### src/rtl/recip_pkg.sv
package recip_pkg;

    localparam int EXP_W    = 8;
    localparam int FRAC_W   = 23;
    localparam int WORD_W   = 1 + EXP_W + FRAC_W;
    localparam int LUT_IDX_W = 8;
    localparam int LUT_PAD_W = FRAC_W - LUT_IDX_W;

    localparam logic [EXP_W-1:0] EXP_ALL_ONES = '1;
    localparam int               EXP_MIRROR   = 2 * ((1 << (EXP_W - 1)) - 1) - 1;
    localparam logic [EXP_W-1:0] TINY_LIMIT   = EXP_W'(EXP_MIRROR);

    localparam logic [WORD_W-1:0] CANON_NAN = {1'b0, EXP_ALL_ONES, 1'b1, {(FRAC_W-1){1'b0}}};

    typedef struct packed {
        logic              sign;
        logic [EXP_W-1:0]  expo;
        logic [FRAC_W-1:0] frac;
    } sp_word_t;

    typedef struct packed {
        logic inv;
        logic uf;
        logic dz;
    } rcp_flags_t;

    typedef enum logic [2:0] {
        OPC_NORMAL,
        OPC_ZERO,
        OPC_INF,
        OPC_QNAN,
        OPC_SNAN,
        OPC_TINY
    } op_class_e;

    // Estimate of 2/m for m at the midpoint of interval idx, scaled by 2^IDX_W,
    // minus the hidden one. Index 0 saturates to the largest entry.
    function automatic logic [LUT_IDX_W-1:0] recip_entry(input int idx);
        int num;
        int den;
        int q;
        num = 1 << (2 * LUT_IDX_W + 2);
        den = (1 << (LUT_IDX_W + 1)) + 2 * idx + 1;
        q   = num / den - (1 << LUT_IDX_W);
        if (idx == 0 || q > (1 << LUT_IDX_W) - 1) begin
            q = (1 << LUT_IDX_W) - 1;
        end
        return LUT_IDX_W'(q);
    endfunction

endpackage

### src/rtl/recip_classify.sv
module recip_classify
    import recip_pkg::*;
(
    input  sp_word_t  word_i,
    output op_class_e cls_o
);
    logic exp_zero;
    logic exp_max;
    logic frac_zero;

    always_comb begin
        exp_zero  = (word_i.expo == '0);
        exp_max   = (word_i.expo == EXP_ALL_ONES);
        frac_zero = (word_i.frac == '0);

        if (exp_max && !frac_zero) begin
            cls_o = word_i.frac[FRAC_W-1] ? OPC_QNAN : OPC_SNAN;
        end else if (exp_max) begin
            cls_o = OPC_INF;
        end else if (exp_zero) begin
            // subnormals flush to zero
            cls_o = OPC_ZERO;
        end else if (word_i.expo >= TINY_LIMIT) begin
            cls_o = OPC_TINY;
        end else begin
            cls_o = OPC_NORMAL;
        end
    end
endmodule

### src/rtl/recip_mant_lut.sv
module recip_mant_lut
    import recip_pkg::*;
#(
    parameter int IDX_W = LUT_IDX_W
) (
    input  logic [IDX_W-1:0] idx_i,
    output logic [IDX_W-1:0] val_o
);
    localparam int DEPTH = 1 << IDX_W;

    logic [IDX_W-1:0] rom [DEPTH];

    for (genvar g = 0; g < DEPTH; g++) begin : g_rom
        assign rom[g] = IDX_W'(recip_entry(g));
    end

    assign val_o = rom[idx_i];
endmodule

### src/rtl/recip_datapath.sv
module recip_datapath
    import recip_pkg::*;
(
    input  sp_word_t                word_i,
    input  op_class_e               cls_i,
    input  logic [LUT_IDX_W-1:0]    mant_i,
    output sp_word_t                res_o,
    output rcp_flags_t              flg_o
);
    logic [EXP_W-1:0] neg_exp;

    always_comb begin
        neg_exp = TINY_LIMIT - word_i.expo;
        res_o   = '0;
        flg_o   = '0;
        unique case (cls_i)
            OPC_QNAN: begin
                res_o = CANON_NAN;
            end
            OPC_SNAN: begin
                res_o     = CANON_NAN;
                flg_o.inv = 1'b1;
            end
            OPC_INF: begin
                res_o.sign = word_i.sign;
            end
            OPC_ZERO: begin
                res_o.sign = word_i.sign;
                res_o.expo = EXP_ALL_ONES;
                flg_o.dz   = 1'b1;
            end
            OPC_TINY: begin
                res_o.sign = word_i.sign;
                flg_o.uf   = 1'b1;
            end
            default: begin
                res_o.sign = word_i.sign;
                res_o.expo = neg_exp;
                res_o.frac = {mant_i, {LUT_PAD_W{1'b0}}};
            end
        endcase
    end
endmodule

### src/rtl/recip_est_top.sv
module recip_est_top
    import recip_pkg::*;
(
    input  logic        clk_i,
    input  logic        rst_i,
    input  logic [31:0] op_i,
    output logic [31:0] est_o,
    output logic [2:0]  flags_o
);
    sp_word_t               word;
    op_class_e              cls;
    logic [LUT_IDX_W-1:0]   mant;
    sp_word_t               res_d;
    rcp_flags_t             flg_d;

    assign word = sp_word_t'(op_i);

    recip_classify u_cls (
        .word_i (word),
        .cls_o  (cls)
    );

    recip_mant_lut #(.IDX_W(LUT_IDX_W)) u_lut (
        .idx_i (word.frac[FRAC_W-1 -: LUT_IDX_W]),
        .val_o (mant)
    );

    recip_datapath u_dp (
        .word_i (word),
        .cls_i  (cls),
        .mant_i (mant),
        .res_o  (res_d),
        .flg_o  (flg_d)
    );

    always_ff @(posedge clk_i) begin
        if (rst_i) begin
            est_o   <= '0;
            flags_o <= '0;
        end else begin
            est_o   <= res_d;
            flags_o <= flg_d;
        end
    end

    AST_NAN_CANON: assert property (@(posedge clk_i) disable iff (rst_i)
        (!$past(rst_i) && $past(op_i[30:23]) == 8'hFF && $past(op_i[22:0]) != 23'd0)
        |-> est_o == 32'h7FC0_0000);

    AST_INV_ONLY_SNAN: assert property (@(posedge clk_i) disable iff (rst_i)
        (!$past(rst_i) && flags_o[2])
        |-> ($past(op_i[30:23]) == 8'hFF && !$past(op_i[22]) && $past(op_i[21:0]) != 22'd0));

    AST_INF_SIGNED_ZERO: assert property (@(posedge clk_i) disable iff (rst_i)
        (!$past(rst_i) && $past(op_i[30:0]) == 31'h7F80_0000)
        |-> (est_o == {$past(op_i[31]), 31'd0} && flags_o == 3'b000));

    AST_ZERO_SIGNED_INF: assert property (@(posedge clk_i) disable iff (rst_i)
        (!$past(rst_i) && $past(op_i[30:23]) == 8'h00)
        |-> (est_o == {$past(op_i[31]), 31'h7F80_0000} && flags_o == 3'b001));

    AST_TINY_UNDERFLOW: assert property (@(posedge clk_i) disable iff (rst_i)
        (!$past(rst_i) && ($past(op_i[30:23]) == 8'd253 || $past(op_i[30:23]) == 8'd254))
        |-> (est_o == {$past(op_i[31]), 31'd0} && flags_o == 3'b010));

    AST_NORMAL_EXP: assert property (@(posedge clk_i) disable iff (rst_i)
        (!$past(rst_i) && $past(op_i[30:23]) != 8'd0 && $past(op_i[30:23]) < 8'd253)
        |-> (est_o[31] == $past(op_i[31]) && est_o[30:23] == 8'd253 - $past(op_i[30:23])
             && est_o[14:0] == 15'd0 && flags_o == 3'b000));

    AST_POW2_MAX: assert property (@(posedge clk_i) disable iff (rst_i)
        (!$past(rst_i) && $past(op_i[30:23]) != 8'd0 && $past(op_i[30:23]) < 8'd253
         && $past(op_i[22:15]) == 8'd0)
        |-> est_o[22:15] == 8'hFF);

    AST_FLAGS_ONEHOT: assert property (@(posedge clk_i) disable iff (rst_i)
        $onehot0(flags_o));

    AST_HOLD_STABLE: assert property (@(posedge clk_i) disable iff (rst_i)
        (!$past(rst_i) && $stable(op_i)) |=> $stable(est_o));
endmodule

### config.mk
export PLATFORM = sky130hd
export DESIGN_NAME = recip_est_top
export DESIGN_NICKNAME = d
export VERILOG_FILES = /design/src/rtl/recip_pkg.sv /design/src/rtl/recip_classify.sv /design/src/rtl/recip_mant_lut.sv /design/src/rtl/recip_datapath.sv /design/src/rtl/recip_est_top.sv
export SDC_FILE = /design/constraint.sdc
export NUM_CORES = 1
export LEC_CHECK = 0
export BUFFER_PORTS_ARGS = -buffer_cell sky130_fd_sc_hd__buf_2
export CORE_MARGIN = 5
export CORE_UTILIZATION = 50
export DETAILED_ROUTE_END_ITERATION = 12
export PLACE_DENSITY = 0.77
export SKIP_CTS_REPAIR_TIMING = 1
export SYNTH_ARGS = -nofsm -noshare
export SYNTH_HDL_FRONTEND = slang
export SYNTH_SLANG_ARGS = --single-unit
### constraint.sdc
create_clock -name clk_i -period 2.6 [get_ports clk_i]
set_input_delay 0.52 -clock clk_i [delete_from_list [all_inputs] [get_ports clk_i]]
set_output_delay 0.52 -clock clk_i [all_outputs]
set_load 0.02 [all_outputs]
==> results.py, run 1 <==
metrics = {
    "clock_tree": {
        "clockBufferDepth": 2,
        "root_buffer": "clkbuf_8",
        "cts.htree.levels": 1,
        "tritoncts": "yes",
        "cts_buffers": 3,
        "cts.sinks": 20,
        "path_clk_slew_ns": 0.07,
    },
    "die": {
        "die-area_mm2": 0.00689,
        "start_util": 0.518,
        "die-height_um": 83.0,
        "ios": 69,
        "die_w_um": 83.0,
        "core_mm2": 0.00514,
        "rows": 26,
    },
    "logic_synthesis": {
        "ys_async_sr_fraction": 0,
        "syn_avg_cell_area_um2": 7.12,
        "syn_inst": 374,
        "synth_area_leader_cell": "dfxtp_1",
        "yosys.cell_types.count": 62,
        "yosys_warnings": 0,
        "synthFlopType": "dfxtp_1",
        "ys_seq_area_frac": 0.150,
        "synth_area_leaders": "dfxtp_1, ha_1, buf_4",
        "synth_seq_cells": 20,
        "netlist_area_mm2": 0.00266,
        "synth_enable_flop_cells": 0,
        "yosys.area.top_type_share": 0.150,
    },
    "power_and_ir_drop": {
        "pwr-share-clk": 0.279,
        "vdd.ir_drop.worst_v": 0.000239,
        "power_leakage_uw": 0.00124,
        "swShare": 0.363,
        "power_switching_uw": 399,
        "p_per_area_mw_per_mm2": 369,
        "p_int_uw": 700,
        "p_comb_frac": 0.420,
        "seq_power_share": 0.301,
    },
    "finish": {
        "final_nets": 463,
        "final_layout_size_suffix_gt1_frac": 0.226,
        "syn2layout_area_growth_pct": 11.9,
        "antennaDiodeCount": 0,
        "final_core_util": 0.580,
    },
    "setup_path": {
        "crit_path_cell_trace": "buf_2 > inv_2 > ha_1 > nor2b_1 > nand2b_1 > a21oi_1 > o31ai_1 > o221a_1 > nor3_1",
        "crit_arrival_ns": 2.42,
        "critPathLaunchType": "input pin",
        "max_stage_delay_ns": 0.48,
        "path_max_fanout": 14,
        "cpLargestDelayFamily": "simple AND/OR/NAND/NOR gates",
        "critPathRequiredTime_ns": 2.75,
        "end_kind": "register",
        "crit_path_top_delay_cell": "ha_1",
        "critPathKind": "in2reg",
        "critical_path_buf_inv_count": 2,
    },
    "hold_path": {
        "min_to": "est_o[31]",
        "hp-class": "in2reg",
        "hold_depth": 2,
        "min_from": "op_i[31]",
    },
    "drt": {
        "totalWireLength_um": 8010,
        "vias": 2954,
        "drt_iter0_drc": 405,
        "ant_nets": 0,
        "wl_per_cell_um": 16.6,
        "post-route-drc-count": 0,
        "first_pass_iters": 6,
        "routed_via_density": 6.13,
    },
    "timing": {
        "worst_pin_slew_ns": 0.557,
        "setup_viol": 0,
        "grt_setup_unrepaired": "false",
        "slew_viol_final": 0,
        "worst_slack_ns": 0.324,
        "post-route-period-util": 0.876,
        "tns_ns": 0,
        "finalCriticalPeriod_ns": 2.28,
        "hold_viol_final": 0,
        "max_clock_freq_mhz": 439,
        "relSlewSlack": 0.628,
    },
    "grt": {
        "grtUsageTotal": 0.220,
        "grt_pass1_vias": 2739,
        "grt-ovfl-total": 0,
        "grt_max_degree": 51,
        "grt_pass1_wl_um": 13100,
        "antenna_found_initial": 0,
    },
    "outcome": {
        "status": "finished clean",
    },
    "placed_design": {
        "gp_congestion": 1.02,
        "io_buffers": 53,
        "place_ws_ns": 0.0991,
        "dp_hpwl_um": 5980,
    },
    "job": {
        "cap_viol_max_count": 0,
    },
}
[routing by layer]
metal / GRT usage / part of all wire / vias to the layer above
met5: 0 / 0 / -
met4: 0.0698 / 0.022 / 0
met3: 0.0337 / 0.10 / 25
met2: 0.378 / 0.48 / 184
met1: 0.280 / 0.40 / 1316
li1: - / - / 1429
[cells in the final DEF, fill, tap and decap left out, types with 11 or more instances in the layout]
| cell | count |
|---|---|
| buf_2 | 53 |
| nand2_1 | 34 |
| a21oi_1 | 27 |
| o21ai_0 | 25 |
| nor2_1 | 22 |
| dfxtp_1 | 20 |
| nand3_1 | 17 |
| ha_1 | 16 |
| nor2b_1 | 15 |
| conb_1 | 15 |
| buf_4 | 14 |
| nand2b_1 | 12 |
| nor3_1 | 11 |
[area by class of cell]
cell class,count,area (um^2)
fillers,516,2160
multi-input cells,312,2000
flip-flops and latches,20,400
repair buffers,68,390
well taps,70,87.6
clock buffers,3,41.3
clock inverters,1,30.0
inverters,8,30.0
[per-stage QoR]
| step | total power (uW) | instances | hold WS [ns] | cell area [um^2] |
|---|---|---|---|---|
| after floorplan | 677 | 388 | 0.596 | 2720 |
| after global placement | 787 | 478 | 0.802 | 2910 |
| after detailed placement | 790 | 478 | 0.803 | 2910 |
| after CTS | 1100 | 482 | 0.540 | 2980 |
| after global routing | 1150 | 482 | 0.541 | 2980 |
| final | 1100 | 482 | 0.540 | 2980 |
[sequential cells by signal, summed over array words and instances (netlist names)]
| signal | cells |
|---|---|
| flags_o | 3 |
| est_o | 17 |
[power by group through the flow]
| stage | clock (uW) | sequential (uW) | combinational (uW) |
|---|---|---|---|
| floorplan | 0 | 366 | 311 |
| global placement | 0 | 338 | 449 |
| detailed placement | 0 | 339 | 451 |
| CTS | 311 | 332 | 453 |
| global route | 319 | 334 | 501 |
| finish | 307 | 331 | 461 |
[synth_stat cells (2+ instances only)]
library cell / count
o311ai_0: 2
buf_2: 9
a21oi_2: 7
nor3_1: 11
or3_1: 2
inv_2: 3
mux2_2: 3
a21o_1: 3
nor2_1: 22
mux2i_1: 2
nor2b_1: 15
nand2b_1: 12
a221oi_1: 4
buf_1: 2
xor2_1: 6
o2111ai_1: 2
inv_1: 5
nand3_1: 17
o21ai_0: 25
a211oi_1: 10
o32ai_1: 4
xnor2_1: 2
ha_1: 16
and2_1: 5
dfxtp_1: 20
o211ai_1: 4
o22ai_1: 4
a21boi_0: 2
nor3b_1: 3
a21oi_1: 27
nand2_1: 34
buf_4: 21
buf_6: 2
nor4_1: 8
o221ai_1: 7
a31oi_1: 10
clkbuf_1: 14
o31ai_1: 5
[worst max path at each step]
stage,from,end,slack [ns],cells after the start
after floorplan,op_i[15],est_o[15],0.34,9
after global placement,op_i[16],est_o[15],0.15,8
after detailed placement,op_i[16],est_o[16],0.1,9
after CTS,op_i[16],est_o[16],0.36,9
after global routing,op_i[16],est_o[16],0.20,9
final,op_i[16],est_o[16],0.32,9
[cells by family after synthesis]
logic type / count (synthesis) / share of synthesized area
and+or+nand+nor: 138 / 0.273
AOI/OAI and AO/OA: 129 / 0.331
buffers and inverters: 56 / 0.118
DFF: 20 / 0.150
adders and majority gates: 17 / 0.0789
xor gates and xnor gates: 8 / 0.0263
muxes: 5 / 0.0202
other: 1 / 0.00141
Note: power is estimated with default switching activity, not from simulation.
==> run 2, diff against run 1 <==
--- a/config.mk
+++ b/config.mk
@@ -5,6 +5,7 @@
 export SDC_FILE = /design/constraint.sdc
 export NUM_CORES = 1
 export LEC_CHECK = 0
+export ABC_AREA = 1
 export BUFFER_PORTS_ARGS = -buffer_cell sky130_fd_sc_hd__buf_2
 export CORE_MARGIN = 5
 export CORE_UTILIZATION = 50
==> run 2 against run 1 <==
  * Critical path depth grew 1
  * Flip-flop and latch count is the same
  * Clock-buffer cell count grew 1
  * Combinational power is essentially flat
  * First-iteration DRC count grew 15%
  * Routed wire length grew 4.4%
==> results.py, run 2 <==
metrics = {
    "outcome": {
        "status": "finished clean",
    },
    "finish": {
        "final_common_cell": "nand2_1",
        "num-fill-cells": 524,
        "final_cell_mix": "nand2_1, nand3_1, buf_2",
        "multi_input_area_mm2": 0.00190,
        "syn2layout_area_growth_pct": 10.2,
        "antennaDiodeCount": 0,
        "largest_reg_flops": 17,
        "final_nets": 581,
        "reg.largest.list": "est_o (17), flags_o (3)",
        "final_layout_size_suffix_gt1_frac": 0.153,
        "seq_area_um2": 400,
        "largest_register": "est_o",
    },
    "power_and_ir_drop": {
        "vdd.ir_drop.worst_v": 0.000203,
        "swShare": 0.405,
        "power_leakage_uw": 0.00173,
        "pwr-share-clk": 0.226,
        "p_comb_frac": 0.451,
        "p_per_area_mw_per_mm2": 347,
        "p_int_uw": 613,
        "seq_power_share": 0.323,
        "power_switching_uw": 416,
    },
    "die": {
        "die-area_mm2": 0.00695,
        "rows": 26,
        "die-height_um": 83.4,
        "core_mm2": 0.00517,
        "ios": 69,
        "die_w_um": 83.4,
        "start_util": 0.520,
    },
    "drt": {
        "routed_via_density": 5.52,
        "post-route-drc-count": 0,
        "totalWireLength_um": 8360,
        "first_pass_iters": 7,
        "ant_nets": 0,
        "wl_per_cell_um": 13.9,
        "vias": 3314,
        "drt_iter0_drc": 465,
    },
    "setup_path": {
        "cpLargestDelayFamily": "simple AND/OR/NAND/NOR gates",
        "crit_arrival_ns": 2.20,
        "crit_path_cell_trace": "buf_2 > inv_1 > ha_1 > nand2_1 > and3b_1 > nand3_1 > nand2_1 > nand3_1 > nand2_1 > inv_1",
        "path_max_fanout": 11,
        "cp.depth": 10,
        "critPathRequiredTime_ns": 2.76,
        "crit_path_top_delay_cell": "ha_1",
        "end_kind": "register",
        "startpoint": "op_i[16]",
        "critical_path_buf_inv_count": 3,
        "critPathLaunchType": "input pin",
        "worst_path_most_repeated_cell": "nand2_1",
        "max_stage_delay_ns": 0.33,
        "critPathKind": "in2reg",
    },
    "placed_design": {
        "dp_hpwl_um": 6560,
        "io_buffers": 53,
        "place_ws_ns": 0.293,
        "gp_congestion": 1.19,
    },
    "clock_tree": {
        "path_clk_slew_ns": 0.07,
        "tritoncts": "yes",
        "cts.htree.levels": 1,
        "clockBufferDepth": 2,
        "cts_buffers": 3,
        "root_buffer": "clkbuf_8",
        "cts.sinks": 20,
    },
    "timing": {
        "grt_setup_unrepaired": "false",
        "worst_slack_ns": 0.555,
        "tns_ns": 0,
        "setup_viol": 0,
        "slew_viol_final": 0,
        "post-route-period-util": 0.786,
        "whs_ns": 0.479,
        "max_clock_freq_mhz": 489,
        "finalCriticalPeriod_ns": 2.04,
        "hold_viol_final": 0,
    },
    "logic_synthesis": {
        "ys_seq_area_frac": 0.149,
        "ys_async_sr_fraction": 0,
        "yosysMostFrequentCell": "nand2_1",
        "syn_inst": 485,
        "yosys.cell_types.count": 35,
        "synth_enable_flop_cells": 0,
        "synth_common_cells": "nand2_1, nand3_1, nor2_1, inv_1, buf_4",
        "netlist_area_mm2": 0.00269,
        "yosys.area.top_type_share": 0.239,
        "synthFlopType": "dfxtp_1",
        "synth_area_leader_cell": "nand2_1",
        "synth_seq_cells": 20,
        "yosys_warnings": 0,
        "synth_area_leaders": "nand2_1, dfxtp_1, nand3_1",
        "syn_avg_cell_area_um2": 5.55,
    },
    "grt": {
        "grt_max_degree": 30,
        "antenna_found_initial": 0,
        "grt_pass1_vias": 2953,
        "grt_pass1_wl_um": 13700,
        "grt-ovfl-total": 0,
        "grtUsageTotal": 0.229,
    },
    "job": {
        "cap_viol_max_count": 0,
    },
    "hold_path": {
        "min_from": "op_i[31]",
        "hp-class": "in2reg",
        "min_to": "est_o[31]",
        "hold_depth": 3,
    },
}
==> run 2: changes by cell type in the layout (fill, tap and decap cells not counted), sizes merged, moves of 13 or more <==
| cell | delta |
|---|---|
| a21oi | -13 |
| inv | +35 |
| nand2 | +137 |
| nand3 | +50 |
| nor2 | +26 |
| nor2b | -15 |
==> run 2: power groups by stage <==
stage | sequential [uW] | clock, uW | combinational (uW)
2_1_floorplan | 367 | 0 | 317
3_3_place_gp | 340 | 0 | 454
3_5_place_dp | 340 | 0 | 450
4_1_cts | 333 | 236 | 452
5_1_grt | 334 | 251 | 516
6_report | 333 | 232 | 464
==> run 2: area by class of cell <==
cell class | instances | share of cell area
Multi-Input combinational cell | 396 | 0.640
Sequential cell | 20 | 0.135
Timing Repair Buffer | 65 | 0.120
Inverter | 45 | 0.0574
Tap cell | 70 | 0.0295
Clock buffer | 4 | 0.0186
==> run 2: logic make-up after synthesis <==
logic type	count (synthesis)	synth area share
AND/OR/NAND/NOR	305	0.482
adder cells (fa/ha/maj)	16	0.0744
flip-flops	20	0.149
XOR/XNOR	5	0.0163
buffers and inverters	83	0.166
AO/OA/AOI/OAI	55	0.112
other	1	0.00139
==> run 2: metal layers <==
layer / global-route usage / vias up / share of wire
li1: - / 1618 / -
met1: 0.298 / 1409 / 0.39
met2: 0.362 / 246 / 0.43
met3: 0.0465 / 41 / 0.13
met4: 0.103 / 0 / 0.043
met5: 0 / - / 0
==> run 2: how the worst max path moves through the flow <==
stage / end / slack, ns
floorplan: est_o[23] / 0.71
global placement: est_o[23] / 0.32
detailed placement: est_o[25] / 0.29
CTS: est_o[23] / 0.55
global route: est_o[24] / 0.39
finish: est_o[23] / 0.56
==> run 2: metrics by stage <==
step | cells | instance area (um^2) | util | power (uW)
floorplan | 499 | 2740 | - | 684
detailed placement | 596 | 2910 | 0.563 | 790
finish | 600 | 2970 | 0.573 | 1030
global placement | 596 | 2910 | 0.563 | 794
CTS | 600 | 2970 | 0.573 | 1020
global route | 600 | 2970 | 0.573 | 1100
==> run 3, diff against run 2 <==
--- a/config.mk
+++ b/config.mk
@@ -5,7 +5,7 @@
 export SDC_FILE = /design/constraint.sdc
 export NUM_CORES = 1
 export LEC_CHECK = 0
-export ABC_AREA = 1
+export ABC_AREA = 0
 export BUFFER_PORTS_ARGS = -buffer_cell sky130_fd_sc_hd__buf_2
 export CORE_MARGIN = 5
 export CORE_UTILIZATION = 50
==> constraint.sdc (replaced) <==
create_clock -name clk_i -period 1.9 [get_ports clk_i]
set_input_delay 0.38 -clock clk_i [delete_from_list [all_inputs] [get_ports clk_i]]
set_output_delay 0.38 -clock clk_i [all_outputs]
set_load 0.02 [all_outputs]
==> run 3 against run 2 <==
  * Utilization increased by 12 points
  * Die area decreased by 0.86%
  * Clock-buffer cell count decreased by 1
  * Total power increased by 60%
  * Flip-flop and latch count unchanged
  * Clock power increased by 82%
  * Cell count decreased by 9.3%
  * Non-clock buffer count increased by 65
  * Setup slack got worse by 0.51 ns
  * Largest power group unchanged
==> results.py, run 3 (synthesis results as in run 1) <==
metrics = {
    "outcome": {
        "status": "finished clean",
    },
    "grt": {
        "grtUsageTotal": 0.258,
        "antenna_found_initial": 0,
        "grt_pass1_vias": 3147,
        "grt_max_degree": 41,
        "grt_pass1_wl_um": 15100,
        "grt-ovfl-total": 0,
    },
    "finish": {
        "num-fill-cells": 460,
        "largest_reg_flops": 17,
        "final_core_util": 0.689,
        "fin_area_mm2": 0.00354,
        "reg.largest.list": "est_o (17), flags_o (3)",
        "syn2layout_area_growth_pct": 33.0,
        "final_common_cell": "buf_4",
        "final_layout_size_suffix_gt1_frac": 0.344,
        "final_cell_mix": "buf_4, buf_2, nand2_1",
        "final_nets": 525,
        "antennaDiodeCount": 0,
        "multi_input_area_mm2": 0.00206,
        "seq_area_um2": 400,
        "largest_register": "est_o",
    },
    "setup_path": {
        "crit_path_top_delay_cell": "ha_4",
        "end_kind": "register",
        "crit_path_cell_trace": "buf_2 > inv_6 > ha_4 > nor2b_2 > buf_4 > nor3_1 > o31ai_1 > o221a_1 > nor3_2",
        "critPathLaunchType": "input pin",
        "max_stage_delay_ns": 0.30,
        "path_max_fanout": 9,
        "critPathRequiredTime_ns": 2.05,
        "crit_arrival_ns": 2.01,
        "critPathKind": "in2reg",
    },
    "clock_tree": {
        "clockBufferDepth": 2,
        "cts_buffers": 3,
        "tritoncts": "yes",
        "path_clk_slew_ns": 0.08,
        "cts.sinks": 20,
        "cts.htree.levels": 1,
        "root_buffer": "clkbuf_8",
    },
    "die": {
        "ios": 69,
        "core_mm2": 0.00514,
        "die-area_mm2": 0.00689,
        "rows": 26,
        "start_util": 0.518,
        "die_w_um": 83.0,
        "die-height_um": 83.0,
    },
    "placed_design": {
        "dp_hpwl_um": 7330,
        "io_buffers": 53,
        "place_area_mm2": 0.00343,
        "gp_congestion": 0.977,
        "place_ws_ns": -0.254,
    },
    "timing": {
        "slew_viol_final": 0,
        "tns_ns": 0,
        "hold_viol_final": 0,
        "max_clock_freq_mhz": 539,
        "grt_setup_unrepaired": "false",
        "worst_slack_ns": 0.0455,
        "setup_viol": 0,
        "post-route-period-util": 0.976,
        "finalCriticalPeriod_ns": 1.85,
        "whs_ns": 0.410,
    },
    "hold_path": {
        "hold_depth": 2,
        "hp-class": "in2reg",
        "min_from": "op_i[31]",
        "min_to": "est_o[31]",
    },
    "drt": {
        "first_pass_iters": 5,
        "routed_via_density": 6.02,
        "post-route-drc-count": 0,
        "totalWireLength_um": 9410,
        "ant_nets": 0,
        "vias": 3275,
        "drt_iter0_drc": 315,
        "wl_per_cell_um": 17.3,
    },
    "power_and_ir_drop": {
        "power_leakage_uw": 0.00156,
        "vdd.ir_drop.worst_v": 0.000312,
        "p_per_area_mw_per_mm2": 465,
    },
    "job": {
        "cap_viol_max_count": 0,
    },
}
run 3: changes by cell type in the layout (fill, tap and decap cells not counted), moves of 10 or more:
cell      delta
nand2b_1    +12
nor2b_1     +14
a211oi_1    +10
nand3_1     -50
inv_1       -36
nand2_1    -137
buf_4       +63
a31oi_1     +10
nor2_1      -23
run 3: how the worst max path moves through the flow:
stage,slack (ns),start,depth (start not counted),endpoint
2_1_floorplan,-0.004,op_i[16],10,est_o[29]
3_3_place_gp,-0.19,op_i[15],8,est_o[16]
3_5_place_dp,-0.25,op_i[16],9,est_o[23]
4_1_cts,0.02,op_i[16],9,est_o[23]
5_1_grt,0.003,op_i[15],9,est_o[18]
6_report,0.05,op_i[15],9,est_o[16]
run 3: per-layer routing:
metal	global-route usage	vias up	routed length, um
met3	0.0347	26	855
met5	0	-	0
met2	0.432	181	4560
met1	0.335	1517	3720
met4	0.0951	0	269
li1	-	1551	-
run 3: critical path, delay by kind of cell:
kind            cells  cell delay [ns]
compound gates      2             0.57
simple gates        3             0.36
buf+inv             3             0.41
fa+ha+maj           1             0.30
run 3: layout make-up:
class,instances,area share
Sequential cell,20,0.113
Multi-Input combinational cell,312,0.581
Timing Repair Buffer,130,0.249
Clock buffer,3,0.0117
Clock inverter,1,0.00848
Inverter,8,0.0120
Tap cell,70,0.0247
run 3: per-stage QoR:
step,cells,total power (uW)
after global routing,544,1740
after floorplan,388,943
final,544,1650
after detailed placement,539,1210
after global placement,539,1200
after CTS,543,1630
run 3: power breakdown:
part           switching [uW]  internal [uW]  total [uW]
Combinational             442            330         772
Clock                     142            281         423
Sequential               7.37            447         454
